### src/rtl/cbt_pkg.sv
package cbt_pkg;
  localparam int TS1_W  = 4;
  localparam int BRP_W  = 10;
  localparam int SJW_W  = 2;
  localparam int TS2_W  = 3;
  localparam int CSEL_W = 2;

  // bit positions inside the configuration word
  localparam int TS1_LSB  = 20;
  localparam int BRP_LSB  = 8;
  localparam int SJW_LSB  = 4;
  localparam int TS2_LSB  = 0;
  localparam int CSEL_LSB = 24;

  typedef enum logic [1:0] {
    SEG_SYNC = 2'd0,
    SEG_PH1  = 2'd1,
    SEG_PH2  = 2'd2
  } seg_e;

  typedef enum logic [CSEL_W-1:0] {
    SRC_P1  = 2'd0,
    SRC_P2  = 2'd1,
    SRC_BAD = 2'd2,
    SRC_EXT = 2'd3
  } src_e;

  typedef struct packed {
    src_e             csel;
    logic [TS1_W-1:0] ts1_m1;
    logic [BRP_W-1:0] brp_m1;
    logic [SJW_W-1:0] sjw_m1;
    logic [TS2_W-1:0] ts2_m1;
  } cfg_t;
endpackage

### src/rtl/cbt_cfg_reg.sv
module cbt_cfg_reg
  import cbt_pkg::*;
(
  input  logic        clk,
  input  logic        rst_n,
  input  logic        halt,
  input  logic [31:0] cfg_word,
  input  logic        en_p1,
  input  logic        en_p2,
  input  logic        en_ext,
  output cfg_t        cfg,
  output logic        src_en,
  output logic        cfg_err
);
  cfg_t cfg_q;

  always_ff @(posedge clk or negedge rst_n) begin
    if (!rst_n) begin
      cfg_q <= '0;
    end else if (halt) begin
      cfg_q.csel   <= src_e'(cfg_word[CSEL_LSB +: CSEL_W]);
      cfg_q.ts1_m1 <= cfg_word[TS1_LSB +: TS1_W];
      cfg_q.brp_m1 <= cfg_word[BRP_LSB +: BRP_W];
      cfg_q.sjw_m1 <= cfg_word[SJW_LSB +: SJW_W];
      cfg_q.ts2_m1 <= cfg_word[TS2_LSB +: TS2_W];
    end
  end

  always_comb begin
    unique case (cfg_q.csel)
      SRC_P1:  src_en = en_p1;
      SRC_P2:  src_en = en_p2;
      SRC_EXT: src_en = en_ext;
      default: src_en = 1'b0;
    endcase
  end

  assign cfg_err = (cfg_q.csel == SRC_BAD);
  assign cfg     = cfg_q;
endmodule

### src/rtl/cbt_prescaler.sv
module cbt_prescaler #(
  parameter int W = cbt_pkg::BRP_W
) (
  input  logic         clk,
  input  logic         rst_n,
  input  logic         run,
  input  logic         src_en,
  input  logic [W-1:0] div_m1,
  output logic         tq
);
  logic [W-1:0] cnt_q;
  logic         wrap;

  assign wrap = (cnt_q == div_m1);
  assign tq   = run && src_en && wrap;

  always_ff @(posedge clk or negedge rst_n) begin
    if (!rst_n)       cnt_q <= '0;
    else if (!run)    cnt_q <= '0;
    else if (src_en)  cnt_q <= wrap ? '0 : cnt_q + 1'b1;
  end
endmodule

### src/rtl/cbt_seg_ctrl.sv
module cbt_seg_ctrl
  import cbt_pkg::*;
#(
  parameter int T1W = TS1_W,
  parameter int T2W = TS2_W,
  parameter int SJW = SJW_W
) (
  input  logic           clk,
  input  logic           rst_n,
  input  logic           run,
  input  logic           tq,
  input  logic           rx_bit,
  input  logic [T1W-1:0] ts1_m1,
  input  logic [T2W-1:0] ts2_m1,
  input  logic [SJW-1:0] sjw_m1,
  output seg_e           seg,
  output logic           sample_stb,
  output logic           bit_stb
);
  localparam int QW = T1W + 1;  // holds TSEG1 plus the largest jump
  localparam int QX = QW + 1;   // headroom for intermediate sums

  seg_e          seg_q;
  logic [QW-1:0] q_q, tgt_q;
  logic          done_q, rxp_q;

  logic [QX-1:0] q_x, ts1_x, ts2_x, sjw_x;
  logic [QX-1:0] lag, lead, cut1, cut2, tgt1, tgt2, tgt_x, tgt_eff;
  logic          edge_hit, seg_end;

  always_comb begin
    q_x   = QX'(q_q);
    ts1_x = QX'(ts1_m1);
    ts2_x = QX'(ts2_m1);
    sjw_x = QX'(sjw_m1) + QX'(1);
    tgt_x = QX'(tgt_q);
    // late edge in phase 1: error is quanta elapsed since the sync quantum
    lag   = q_x + QX'(1);
    cut1  = (lag < sjw_x) ? lag : sjw_x;
    tgt1  = ts1_x + cut1;
    // early edge in phase 2: error is quanta left in the segment
    lead  = ts2_x + QX'(1) - q_x;
    cut2  = (lead < sjw_x) ? lead : sjw_x;
    tgt2  = (ts2_x >= cut2) ? (ts2_x - cut2) : '0;
  end

  assign edge_hit = tq && rxp_q && !rx_bit && !done_q && (seg_q != SEG_SYNC);

  always_comb begin
    if (edge_hit) tgt_eff = (seg_q == SEG_PH1) ? tgt1 : tgt2;
    else          tgt_eff = tgt_x;
  end

  assign seg_end    = tq && (q_x >= tgt_eff);
  assign sample_stb = seg_end && (seg_q == SEG_PH1);
  assign bit_stb    = seg_end && (seg_q == SEG_PH2);
  assign seg        = seg_q;

  always_ff @(posedge clk or negedge rst_n) begin
    if (!rst_n) begin
      seg_q  <= SEG_SYNC;
      q_q    <= '0;
      tgt_q  <= '0;
      done_q <= 1'b0;
      rxp_q  <= 1'b1;
    end else if (!run) begin
      seg_q  <= SEG_SYNC;
      q_q    <= '0;
      tgt_q  <= '0;
      done_q <= 1'b0;
      rxp_q  <= 1'b1;
    end else if (tq) begin
      rxp_q <= rx_bit;
      unique case (seg_q)
        SEG_SYNC: begin
          seg_q <= SEG_PH1;
          q_q   <= '0;
          tgt_q <= QW'(ts1_x);
        end
        SEG_PH1: begin
          if (seg_end) begin
            seg_q <= SEG_PH2;
            q_q   <= '0;
            tgt_q <= QW'(ts2_x);
          end else begin
            q_q   <= q_q + 1'b1;
            tgt_q <= QW'(tgt_eff);
            if (edge_hit) done_q <= 1'b1;
          end
        end
        default: begin
          if (seg_end) begin
            seg_q  <= SEG_SYNC;
            q_q    <= '0;
            done_q <= 1'b0;
          end else begin
            q_q   <= q_q + 1'b1;
            tgt_q <= QW'(tgt_eff);
            if (edge_hit) done_q <= 1'b1;
          end
        end
      endcase
    end
  end
endmodule

### src/rtl/cbt_timing_gen.sv
module cbt_timing_gen
  import cbt_pkg::*;
(
  input  logic        clk,
  input  logic        rst_n,
  input  logic        halt,
  input  logic [31:0] cfg_word,
  input  logic        clk_en_p1,
  input  logic        clk_en_p2,
  input  logic        clk_en_ext,
  input  logic        rx_bit,
  output logic        tq_tick,
  output logic        sample_stb,
  output logic        bit_stb,
  output logic [1:0]  seg_state,
  output logic        cfg_err
);
  cfg_t cfg;
  logic src_en, run;
  seg_e seg;

  cbt_cfg_reg u_cfg (
    .clk(clk), .rst_n(rst_n), .halt(halt), .cfg_word(cfg_word),
    .en_p1(clk_en_p1), .en_p2(clk_en_p2), .en_ext(clk_en_ext),
    .cfg(cfg), .src_en(src_en), .cfg_err(cfg_err)
  );

  assign run = !halt && !cfg_err;

  cbt_prescaler #(.W(BRP_W)) u_psc (
    .clk(clk), .rst_n(rst_n), .run(run), .src_en(src_en),
    .div_m1(cfg.brp_m1), .tq(tq_tick)
  );

  cbt_seg_ctrl #(.T1W(TS1_W), .T2W(TS2_W), .SJW(SJW_W)) u_seg (
    .clk(clk), .rst_n(rst_n), .run(run), .tq(tq_tick), .rx_bit(rx_bit),
    .ts1_m1(cfg.ts1_m1), .ts2_m1(cfg.ts2_m1), .sjw_m1(cfg.sjw_m1),
    .seg(seg), .sample_stb(sample_stb), .bit_stb(bit_stb)
  );

  assign seg_state = seg;
endmodule

### config.mk
export PLATFORM = sky130hd
export DESIGN_NAME = cbt_timing_gen
export DESIGN_NICKNAME = d
export VERILOG_FILES = /design/src/rtl/cbt_pkg.sv /design/src/rtl/cbt_cfg_reg.sv /design/src/rtl/cbt_prescaler.sv /design/src/rtl/cbt_seg_ctrl.sv /design/src/rtl/cbt_timing_gen.sv
export SDC_FILE = /design/constraint.sdc
export NUM_CORES = 1
export LEC_CHECK = 0
export ABC_AREA = 1
export BUFFER_PORTS_ARGS = -buffer_cell sky130_fd_sc_hd__buf_2
export CAP_MARGIN = 25
export CORE_ASPECT_RATIO = 1.25
export CORE_MARGIN = 2
export CORE_UTILIZATION = 49
export CTS_CLUSTER_DIAMETER = 120
export DETAILED_ROUTE_END_ITERATION = 10
export HOLD_SLACK_MARGIN = 0.12
export MAX_ROUTING_LAYER = met4
export PLACE_DENSITY_LB_ADDON = 0.05
export SLEW_MARGIN = 20
export SYNTH_ARGS = -nofsm -noshare
export SYNTH_HDL_FRONTEND = slang
export SYNTH_HIERARCHICAL = 1
export SYNTH_SLANG_ARGS = --single-unit
### constraint.sdc
create_clock -name clk -period 13.74 [get_ports clk]
set_input_delay 4.122 -clock clk [delete_from_list [all_inputs] [get_ports clk]]
set_output_delay 4.122 -clock clk [all_outputs]
set_load 0.05 [all_outputs]
# --- Yosys cells after proc, flatten, opt, wreduce, memory -nomap -nowiden ---
# Cells that the tools add are included.
word_totals:
  regBits: 45
  wordCells: 87
op_classes:
  mux: 31
  n_reduce_logical: 20
  add_sub_neg: 8
  eq_ne: 13
  magnitude_cmp: 4
op_table:
  columns: ["op", "count"]
  rows:
  - ["2-to-1 mux 5 bit", 8]
  - ["2-to-1 mux 10 bit", 3]
  - ["2-to-1 mux 6 bit", 5]
  - ["< comparator 6 bit", 2]
  - ["adder 10 x 1 -> 10 bit, second input constant", 1]
  - ["== test 10 bit", 1]
  - ["logical AND 1 bit", 10]
  - ["case mux 5 bit (2 select lines)", 1]
  - ["2-to-1 mux 2 bit", 4]
  - ["2-to-1 mux 1 bit", 7]
  - ["adder 4 x 6 -> 6 bit", 1]
  - ["adder 5 x 1 -> 6 bit, second input constant", 1]
  - ["== test 2 bit, second input constant", 3]
  - [">= comparator 3 x 6 -> 1 bit", 1]
  - [">= comparator 5 x 6 -> 1 bit", 1]
  - ["AND reduction 3 bit", 2]
  - ["subtractor 3 x 6 -> 6 bit", 1]
  - ["subtractor 6 x 5 -> 6 bit", 1]
  - ["adder 5 x 1 -> 5 bit, second input constant", 1]
  - ["adder 3 x 1 -> 4 bit, second input constant", 1]
  - ["== test 2 x 1 -> 1 bit, second input constant", 2]
  - ["zero test 1 bit", 4]
  - ["zero test 2 bit", 2]
  - ["inequality test 2 bit, second input constant", 2]
  - ["11 further kinds", 11]

# --- Logic depth before layout (Yosys ltp) ---
# Gate-level depths: netlist of run 1.
depth:
  depth_word: 16
  depth_mapped: 37
  depth_no_buf: 37

# --- Modules after synthesis ---
# Netlist of run 1, hierarchy kept.
by_module_without_submodules:
  columns: ["module", "seq_area_each_um2", "instances", "cells_per_inst", "area_per_inst_um2"]
  rows:
  - ["cbt_seg_ctrl", 351.6, 1, 239, 1659.1]
  - ["cbt_cfg_reg", 525.5, 1, 94, 834.6]
  - ["cbt_prescaler", 250.2, 1, 124, 783.3]
  - ["cbt_timing_gen", 0.0, 1, 1, 3.8]

# --- Worst setup path before layout of run 1 ---
# Ideal clock, no wire load.
synth_path:
  kind: "in2out"
  from: "in halt"
  to: "out bit_stb"
  n_path_buf: 0
  cell_stages: 21
  arrival_time_ps: 7321
  setup_slack_ps: 2297
  required_time_ps: 9618
  path_cell_list: "nor2_1 -> nand2_1 -> nor2_2 -> nand2_2 -> nor2_2 -> nand2_1 -> inv_2 -> nand3_1 -> o21ai_0 -> inv_1 -> ha_1 -> inv_1 -> nand2_1 -> nand2_1 -> nand2_1 -> nand2_1 -> nand2_1 -> nand2_1 -> nand2_1 -> nand3_2 -> nor2_1"
synth_via:
  elab_chain_cells: 12
synth_rtl:
  columns: ["item", "line", "text"]
  rows:
  - ["start: declaration", "cbt_timing_gen.sv:6", "input logic halt,"]
  - ["zero test 1 bit *", "cbt_timing_gen.sv:28", "assign run = !halt && !cfg_err;"]
  - ["logical AND 1 bit *", "cbt_timing_gen.sv:28", null]
  - ["logical AND 1 bit * (2 in a row)", "cbt_prescaler.sv:15", "assign tq = run && src_en && wrap;"]
  - ["via tq_tick", "cbt_timing_gen.sv:12", "output logic tq_tick,"]
  - ["logical AND 1 bit (4 in a row)", "cbt_seg_ctrl.sv:47", "assign edge_hit = tq && rxp_q && !rx_bit && !done_q && (seg_q != SEG_SYNC);"]
  - ["2-to-1 mux 6 bit", "cbt_seg_ctrl.sv:50", "if (edge_hit) tgt_eff = (seg_q == SEG_PH1) ? tgt1 : tgt2;"]
  - [">= comparator 5 x 6 -> 1 bit", "cbt_seg_ctrl.sv:54", "assign seg_end = tq && (q_x >= tgt_eff);"]
  - ["logical AND 1 bit *", "cbt_seg_ctrl.sv:54", null]
  - ["logical AND 1 bit *", "cbt_seg_ctrl.sv:56", "assign bit_stb = seg_end && (seg_q == SEG_PH2);"]
  - ["end: declaration", "cbt_timing_gen.sv:14", "output logic bit_stb,"]
# Mark *: on every way through the listed nets, which the timed path passes. The rest lies on a longest branch.

# --- Worst setup path after layout of run 1 ---
layout_path:
  from: "in halt"
  to: "out bit_stb"
layout_via:
  elab_chain_cells: 12
layout_rtl:
  columns: ["item", "line", "text"]
  rows:
  - ["zero test 1 bit *", "cbt_timing_gen.sv:28", null]
  - ["logical AND 1 bit *", "cbt_timing_gen.sv:28", null]
  - ["via run", "cbt_timing_gen.sv:19", "logic src_en, run;"]
  - ["logical AND 1 bit * (2 in a row)", "cbt_prescaler.sv:15", null]
  - ["logical AND 1 bit (4 in a row)", "cbt_seg_ctrl.sv:47", null]
  - ["2-to-1 mux 6 bit", "cbt_seg_ctrl.sv:50", null]
  - [">= comparator 5 x 6 -> 1 bit", "cbt_seg_ctrl.sv:54", null]
  - ["logical AND 1 bit *", "cbt_seg_ctrl.sv:54", null]
  - ["logical AND 1 bit *", "cbt_seg_ctrl.sv:56", null]
# Marked as above.

==> run metrics, run 1 <==
I/O pin count 45; Layout area overhead 11.40%; H-tree depth 2; Die X-Extent approximately 77 um; CP bufs+invs 5; first-pass GRT wire length ~13,000 um; row count 33; Worst Setup Path Type primary input to output pin; hold depth 2; Vias/cell 4.893; Mapped Area ~0.0033 mm^2; top post-synthesis cells by area dfrtp_1 34%, nand2_1 15%, ha_1 9.5%; switch share 0.3041; Leak about 1.9 nW; setup bufs post-CTS 0; Setup TNS 0 ns; largest net degree at the start of global routing 44; Mean Syn Cell Area about 7.2 um^2; P per Cell Area roughly 89 mW/mm^2; Post-CTS Resized 0; total internal power 0.2276 mW; Clock Latency Late Sink approximately 0.30 ns; Worst R2R Path Depth 32; Crit Reg-Reg Endpoint u_seg/seg[0]$_DFFE_PN0P_; WL final 7073 um; Max Buffers Root-to-Sink 2; Post-Syn Nets around 530; nets@finish 560; clock root buffer clkbuf_8; DP HPWL ~5500 um; Net Sw Power approximately 0.099 mW; CP delay by family, top simple AND/OR/NAND/NOR gates; Iteration-0 DRC Markers 93; Gate Count Post-Synth 458; vias in the first global route around 2.8k; Worst Clk Skew 0.004223 ns; layout cell share with drive strength beyond 1 0.1457; worst r2r src u_cfg/cfg[1]$_DFFE_PN0P_; synth cell count leaders 128 x nand2_1, 72 x inv_1, 44 x dfrtp_1, 38 x nor2_1; die area 0.007370 mm^2; Distinct cells, synth 38; unrepaired setup endpoints after global routing false; post-synth top area cell dfrtp_1; clk slew on worst S/H paths about 0.09 ns; Slew HR 0.5220; initial antenna violation count 0; Logic pwr share 0.234; Yosys Warn Count 6; register area share after synthesis 0.3436; Clock power frac 0.323; Max Fclk roughly 86 MHz; clk sinks 45; maximum vdd drop between 0.04 and 0.05 mV; IO buf count 33; Hold WC Path Type flip-flop to flip-flop; vias around 2.8k; ys flop type dfrtp_1; crit-path max cell delay between 0.4 and 0.5 ns; Initial Utilization 0.5029; CTS Buf Count 5; total track usage 0.2173; Top cell by count, worst path nand2_1; status completed; CTS tree built; # hold bufs at CTS 0; Inserted Diodes 0; cell with the most instances after synthesis nand2_1; FF-to-FF setup slack approximately 8.6 ns; Hold WS between 0.4 and 0.5 ns; worst-path cell chain buf_2 -> nor2_1 -> nand2_1 -> nor2_2 -> nand2_2 -> nor2_2 -> nand2_1 -> inv_2 -> nand3_1 -> o21ai_0 -> inv_1 -> ha_1 -> inv_1 -> nand2_1 -> nand2_1 -> nand2_1 -> nand2_1 -> nand2_1 -> nand2_1 -> nand2_1 -> nand3_2 -> nor2_1 -> buf_2; Reg power frac 0.443; Worst EP arrival 7.55 ns; area of the core 0.006524 mm^2; startpoint types primary input; grt ovf 0; EDFF count, synth 0; worst endpoint required time 9.62 ns; ys async rst share 1.000; fin crit period around 12 ns; number of register bits inferred by synthesis 45; top cell type's share of synthesized area 0.3356; hold path startpoint u_seg/tgt_q[4]$_DFFE_PN0P_; pin slew with the least headroom to its limit 0.7143 ns; Final Max Slew Viols 0; Final ANT Viol Nets 0; DRC viols 0; final period utilization 0.8498; count of final setup violators 0; CP endpoint kind output pin; Slowest cell on crit path nor2_1; DR pass1 iterations 6; CP max FO 43; Routability Congestion just under 0.9; WL/cell about 12 um; Final Hold Viols 0; max_cap viols 0; Die Height roughly 95 um; WHS Endpoint u_seg/tgt_q[4]$_DFFE_PN0P_
[how the worst max path moves through the flow]
stage	start	end	slack (ns)	depth (start not counted)
3_3_place_gp	halt	bit_stb	2.11	23
2_1_floorplan	halt	bit_stb	2.30	21
6_report	halt	bit_stb	2.06	23
5_1_grt	halt	sample_stb	1.59	21
4_1_cts	halt	bit_stb	2.03	23
3_5_place_dp	halt	bit_stb	2.04	23
[cell usage in the layout (no fill, tap or decap), types with 2 or more instances in the layout]
cell type | synthesis | final
nor2_4 | 3 | 3
nand2_1 | 128 | 128
o21a_1 | 4 | 4
o21ai_1 | 7 | 7
nor2_1 | 38 | 38
nand3_1 | 28 | 28
inv_1 | 72 | 72
xnor2_1 | 3 | 3
nand4_1 | 5 | 5
ha_1 | 25 | 25
dfrtp_1 | 44 | 44
o22ai_1 | 2 | 2
o31ai_1 | 2 | 2
or2_2 | 2 | 2
inv_2 | 8 | 8
o21ai_0 | 28 | 28
a21oi_1 | 12 | 12
nor2_2 | 4 | 4
o211ai_1 | 2 | 2
fa_1 | 3 | 3
clkbuf_8 | 0 | 6
nand2_2 | 5 | 5
nand3_2 | 5 | 5
buf_2 | 5 | 33
xor2_1 | 7 | 7
or2_0 | 3 | 3
[registers in the layout, summed over array words and instances, names as in the netlist]
name	flops
u_cfg/cfg	21
u_psc/cnt_q	10
u_seg/done_q	1
u_seg/q_q	5
u_seg/rxp_q	1
u_seg/seg	2
u_seg/tgt_q	5
[worst min-delay path: stages (launching register included)]
cell and delay, ns:
dfrtp_1 0.36, nand2_1 0.05, nand2_1 0.05
[metrics by stage]
step / utilization / area, um^2 / setup slack, ns / total power [mW] / std cells
2_1_floorplan: - / 3281 / 2.297 / 0.2011 / 458
3_3_place_gp: 0.5393 / 3518 / 2.106 / 0.2211 / 572
3_5_place_dp: 0.5424 / 3538 / 2.041 / 0.2238 / 573
4_1_cts: 0.5602 / 3655 / 2.033 / 0.3322 / 581
5_1_grt: 0.5602 / 3655 / 1.586 / 0.3501 / 581
6_report: 0.5602 / 3655 / 2.063 / 0.3270 / 581
[power by group through the flow]
stage	clock network, mW	registers (mW)	logic (mW)
after floorplan	0	0.146	0.0552
final	0.106	0.145	0.0765
after global placement	0	0.147	0.0736
after CTS	0.110	0.145	0.0772
after global routing	0.115	0.146	0.0896
after detailed placement	0	0.148	0.0762
[cell families (layout without fill, tap and decap cells)]
family,Yosys count,after routing,synth area share
other cells,1,1,0.001143
compound gates,62,62,0.1075
buf+inv,87,123,0.1037
flops,45,45,0.3436
fa+ha+maj,28,28,0.1137
simple gates,225,225,0.3036
xor+xnor,10,10,0.02670
[final cells by class]
| type | count | area (um^2) |
|---|---|---|
| Fill cell | 678 | 2869 |
| Multi-Input combinational cell | 326 | 1813 |
| Sequential cell | 45 | 1127 |
| Inverter | 81 | 304.0 |
| Timing Repair Buffer | 34 | 185.2 |
| Tap cell | 87 | 108.9 |
| Clock buffer | 7 | 86.33 |
| Clock inverter | 1 | 30.03 |
[layer usage]
metal	track usage	vias to the layer above	share of wire
met1	0.2475	1289	0.44
met5	-	-	0
li1	-	1512	-
met2	0.3957	33	0.52
met3	0.03220	9	0.023
met4	0.06696	0	0.015
No activity file was read; power rests on OpenSTA's default activity.
==> inputs of run 2 (changes only) <==
Clock period 13.74 ns to 9.9 ns, I/O delays scaled along.
==> run 2 against run 1 <==
  * Non-clock buffer count rose by 2
  * Worst hold slack improved by 0.0071 ns
  * First-iteration DRC count is 29% higher
  * Final cell count increased by 0.34%
  * Core utilization fell by 0.077 points
  * Wire length rose by 1.4%
  * Die area is the same
  * Worst setup slack lost 1.1 ns
  * Combinational power grew 41%
  * Largest power group unchanged
  * Critical path depth grew 1
  * Total power increased by 32%
==> run metrics, run 2 (synthesis results as in run 1) <==
status completed; P per Cell Area about 120 mW/mm^2; Hold WS 0.5004 ns; CTS tree built; Inserted Diodes 0; largest net degree at the start of global routing 44; Layout area overhead 11.25%; Die Height between 90 and 100 um; clk sinks 45; CP max FO 43; Top cell by count, worst path nand2_1; startpoint types primary input; Worst Setup Path Type primary input to output pin; met3 GRT Util 0.02936; Initial Utilization 0.5029; CP endpoint kind output pin; DRC viols 0; Iteration-0 DRC Markers 120; initial antenna violation count 0; setup bufs post-CTS 0; Final Max Slew Viols 0; final period utilization 0.9008; worst r2r src u_cfg/cfg[1]$_DFFE_PN0P_; Slowest cell on crit path buf_2; H-tree depth 2; CTS Buf Count 5; pin slew with the least headroom to its limit 0.7041 ns; most common cell after layout, fill and taps aside nand2_1; Hold WC Path Type flip-flop to flip-flop; Reg power frac 0.466; WL/cell 12.30 um; count of final setup violators 0; sequential cell area 0.001127 mm^2; die area 0.007370 mm^2; switch share 0.3259; # hold bufs at CTS 0; Post-CTS Resized 0; fin crit period between 8 and 9 ns; Final Hold Viols 0; Clock Latency Late Sink approximately 0.30 ns; Final ANT Viol Nets 0; area of the core about 0.0065 mm^2; pre-CTS setup slack 0.9823 ns; IO buf count 33; DR pass1 iterations 4; Layout fillers 682; total internal power 0.2908 mW; Vias/cell approximately 4.9; first-pass GRT wire length about 12,000 um; layer with the highest usage met2; met2 Use GR 0.3833; clk slew on worst S/H paths roughly 0.090 ns; vias 2,851; layout cell share with drive strength beyond 1 0.1512; I/O pin count 45; Worst EP arrival about 6.0 ns; unrepaired setup endpoints after global routing false; Max Buffers Root-to-Sink 2; Logic pwr share 0.249; total track usage 0.2101; Routability Congestion between 0.8 and 0.9; Max Fclk around 110 MHz; area of the multi-input gates 0.001813 mm^2; Setup TNS 0 ns; maximum vdd drop between 0.06 and 0.07 mV; Net Sw Power ~0.14 mW; Worst Clk Skew between 0.003 and 0.004 ns; setup ws final 0.9824 ns; met1 Use GR 0.2362; number of flip-flops in the largest register 21; row count 33; hold path startpoint u_seg/tgt_q[1]$_DFFE_PN0P_; WL final 7171 um; clock root buffer clkbuf_8; most frequent cells in the layout 128 x nand2_1, 72 x inv_1, 44 x dfrtp_1; Die X-Extent approximately 77 um; crit-path max cell delay around 0.31 ns; grt ovf 0; vias in the first global route about 2.7k; crit path launch halt; Leak around 1.9 nW; max_cap viols 0; nets@finish roughly 560; Clock power frac 0.285; DP HPWL 5535 um; worst-path cell chain buf_2 -> nor2_1 -> buf_4 -> nand2_1 -> nor2_2 -> nand2_2 -> nor2_2 -> nand2_1 -> inv_2 -> nand3_1 -> o21ai_0 -> inv_1 -> ha_1 -> inv_1 -> nand2_1 -> nand2_1 -> nand2_1 -> nand2_1 -> nand2_1 -> nand2_1 -> nand2_1 -> nand3_2 -> nor2_1 -> buf_2; worst endpoint required time 6.93 ns; Slew HR 0.5289
==> run 2: changes by cell type in the layout (fill, tap and decap cells not counted), sizes merged <==
cell and delta:
buf +2, bufinv -1, clkbuf -1, clkinv +2
==> run 2: final cells by class <==
cell class,count,area share
Timing Repair Buffer,36,0.05485
Clock inverter,2,0.003771
Sequential cell,45,0.3089
Tap cell,87,0.02983
Inverter,81,0.08330
Clock buffer,6,0.02263
Multi-Input combinational cell,326,0.4967
==> run 2: power by group through the flow <==
stage	clock [mW]	combinational (mW)	sequential, mW
2_1_floorplan	0	0.0766	0.203
3_3_place_gp	0	0.103	0.205
3_5_place_dp	0	0.107	0.205
4_1_cts	0.128	0.108	0.201
5_1_grt	0.135	0.124	0.203
6_report	0.123	0.108	0.201
==> run 2: worst max-delay path: cells and delay by family <==
| family | cells | cell delay, ns |
|---|---|---|
| adder cells (fa/ha/maj) | 1 | 0.28 |
| AND/OR/NAND/NOR | 16 | 1.59 |
| buffers and inverters | 6 | 1.02 |
| AO/OA/AOI/OAI | 1 | 0.07 |
==> run 2: worst paths after layout <==
| kind | end | cells after the start | slack (ns) |
|---|---|---|---|
| worst max register to register | u_seg/seg[0]$_DFFE_PN0P_ | 32 | 4.72 |
| worst min register to register | u_seg/tgt_q[1]$_DFFE_PN0P_ | 2 | 0.50 |
| worst max-delay path | bit_stb | 24 | 0.98 |
| min in group asynchronous | u_seg/q_q[4]$_DFFE_PN0P_ | 1 | 2.59 |
| max in group asynchronous | u_cfg/cfg[17]$_DFFE_PN0P_ | 2 | 6.82 |
| worst min-delay path | u_seg/tgt_q[1]$_DFFE_PN0P_ | 2 | 0.50 |
==> run 2: metal layers <==
metal / wire length [um] / share of wire / vias up
met4: 102 / 0.014 / 0
met1: 3152 / 0.44 / 1296
met2: 3757 / 0.52 / 37
li1: - / - / 1509
met5: 0 / 0 / -
met3: 160 / 0.022 / 9
==> run 2: through the flow <==
| stage | power, mW | util | instances | area, um^2 |
|---|---|---|---|---|
| after floorplan | 0.2792 | - | 458 | 3281 |
| after global routing | 0.4618 | 0.5595 | 583 | 3650 |
| after CTS | 0.4376 | 0.5595 | 583 | 3650 |
| after global placement | 0.3073 | 0.5416 | 574 | 3533 |
| final | 0.4314 | 0.5595 | 583 | 3650 |
| after detailed placement | 0.3119 | 0.5447 | 575 | 3553 |
==> inputs of run 3 (changes only) <==
Settings changed: CORE_ASPECT_RATIO 1.25 to default.
==> run 3 against run 2 <==
  * Core utilization grew 1.1 points
  * Clock skew up 0.0066 ns
  * Total power increased by 5.1%
  * Die area hardly changed
  * Maximum frequency rose by 2.4%
  * Global-route usage is 0.62 points higher
  * Largest power group unchanged
  * Critical endpoint is now sample_stb
  * Critical path depth grew 1
  * Cell area up 0.41%
  * Register-to-register slack improved by 0.07 ns
  * Clock-buffer cell count rose by 1
  * Critical path type unchanged
  * Sequential share of layout area down 0.13 points
  * First-iteration DRC count increased by 41%
==> run metrics, run 3 (synthesis results as in run 1) <==
CP bufs+invs 8; Final Hold Viols 0; Max Buffers Root-to-Sink 2; crit path to sample_stb; H-tree depth 2; largest net degree at the start of global routing 43; worst r2r src u_cfg/cfg[1]$_DFFE_PN0P_; placed instance count 566; maximum vdd drop about 0.053 mV; unrepaired setup endpoints after global routing false; WL/cell roughly 12 um; first-pass GRT wire length approximately 12,000 um; CP endpoint kind output pin; IO buf count 33; DP HPWL 5520 um; status completed; count of final setup violators 0; crit-path max cell delay 0.27 ns; clk sinks 45; total track usage 0.2163; Max Fclk approximately 110 MHz; Worst EP arrival between 5 and 6 ns; DR pass1 iterations 6; layout cell share with drive strength beyond 1 0.1509; Final Max Slew Viols 0; row count 29; Initial Utilization 0.5108; Vias/cell 4.979; Worst Setup Path Type primary input to output pin; number of flip-flops in the largest register 21; pin slew with the least headroom to its limit 0.6905 ns; Slowest cell on crit path ha_1; DRC viols 0; Die Height around 86 um; vias in the first global route 2,617; grt ovf 0; Post-CTS Resized 0; area of the core 0.006422 mm^2; Iteration-0 DRC Markers 169; WL final about 7100 um; most frequent cells in the layout 128 x nand2_1, 72 x inv_1, 44 x dfrtp_1; vias 2,858; Crit Reg-Reg Endpoint u_seg/tgt_q[2]$_DFFE_PN0P_; Layout area overhead 11.71%; Slew HR 0.5380; CTS tree built; worst endpoint required time 6.93 ns; Routability Congestion around 0.85; Hold WC Path Type flip-flop to flip-flop; final period utilization 0.8797; # hold bufs at CTS 0; initial antenna violation count 0; Inserted Diodes 0; fin crit period 8.709 ns; Layout Cells excl Fill roughly 570; CP delay by family, top simple AND/OR/NAND/NOR gates; Worst Clk Skew 0.01032 ns; Worst R2R Path Depth 33; clk slew on worst S/H paths ~0.080 ns; CTS Buf Count 5; FF-to-FF setup slack between 4 and 5 ns; setup bufs post-CTS 0; die area between 0.007 and 0.008 mm^2; most common cell after layout, fill and taps aside nand2_1; clock root buffer clkbuf_8; startpoint types primary input; Final ANT Viol Nets 0; nets@finish approximately 560; I/O pin count 45; number of cells on the critical path 25; P per Cell Area 123.7 mW/mm^2; Setup TNS 0 ns; max_cap viols 0; crit path launch halt; CP max FO 8; Clock Latency Late Sink 0.30 ns; Die X-Extent ~86 um; Leak approximately 2.0 nW; Top cell by count, worst path nand2_1
==> run 3: tightest hold or removal path: cells and delay by family (launching register included) <==
| family | cells | cell delay (ns) |
|---|---|---|
| compound gates | 1 | 0.07 |
| buf+inv | 1 | 0.06 |
| flops | 1 | 0.37 |
==> run 3: report_power, final <==
group          total, mW  switching (mW)  internal, mW
Sequential         0.201         0.00863         0.193
Clock              0.145          0.0622        0.0824
Combinational      0.107          0.0662        0.0412
==> run 3: cell type report <==
class	instances	area (um^2)
fillers	624	2758
repair buffers	37	207.7
flip-flops and latches	45	1127
inverters	81	304.0
multi-input cells	326	1813
well taps	77	96.34
clock inverters	1	30.03
clock buffers	7	86.33
==> run 3: worst min path at each step <==
stage                                from                          to  slack, ns  cells after the start
3_3_place_gp   u_seg/tgt_q[0]$_DFFE_PN0P_  u_seg/tgt_q[0]$_DFFE_PN0P_       0.47                      2
4_1_cts        u_seg/tgt_q[0]$_DFFE_PN0P_  u_seg/tgt_q[0]$_DFFE_PN0P_       0.50                      2
6_report          u_seg/rxp_q$_DFFE_PN1P_     u_seg/rxp_q$_DFFE_PN1P_       0.50                      2
2_1_floorplan  u_seg/tgt_q[4]$_DFFE_PN0P_  u_seg/tgt_q[4]$_DFFE_PN0P_       0.44                      2
3_5_place_dp   u_seg/tgt_q[4]$_DFFE_PN0P_  u_seg/tgt_q[4]$_DFFE_PN0P_       0.47                      2
5_1_grt           u_seg/rxp_q$_DFFE_PN1P_     u_seg/rxp_q$_DFFE_PN1P_       0.53                      2
==> run 3: metrics by stage <==
step           cell area [um^2]  hold slack, ns  total power, mW  setup WS (ns)  utilization
2_1_floorplan              3281          0.4421           0.2792         0.7610            -
3_3_place_gp               3528          0.4656           0.3082          1.181       0.5494
3_5_place_dp               3548          0.4712           0.3112          1.179       0.5525
4_1_cts                    3665          0.4954           0.4587          1.170       0.5706
5_1_grt                    3665          0.5264           0.4854         0.8710       0.5706
6_report                   3665          0.4951           0.4533          1.191       0.5706
==> run 3: routing by layer <==
| metal | routed length, um | track usage |
|---|---|---|
| met5 | 0 | - |
| met4 | 112 | 0.05772 |
| met3 | 340 | 0.03850 |
| met2 | 2865 | 0.3026 |
| met1 | 3789 | 0.3225 |
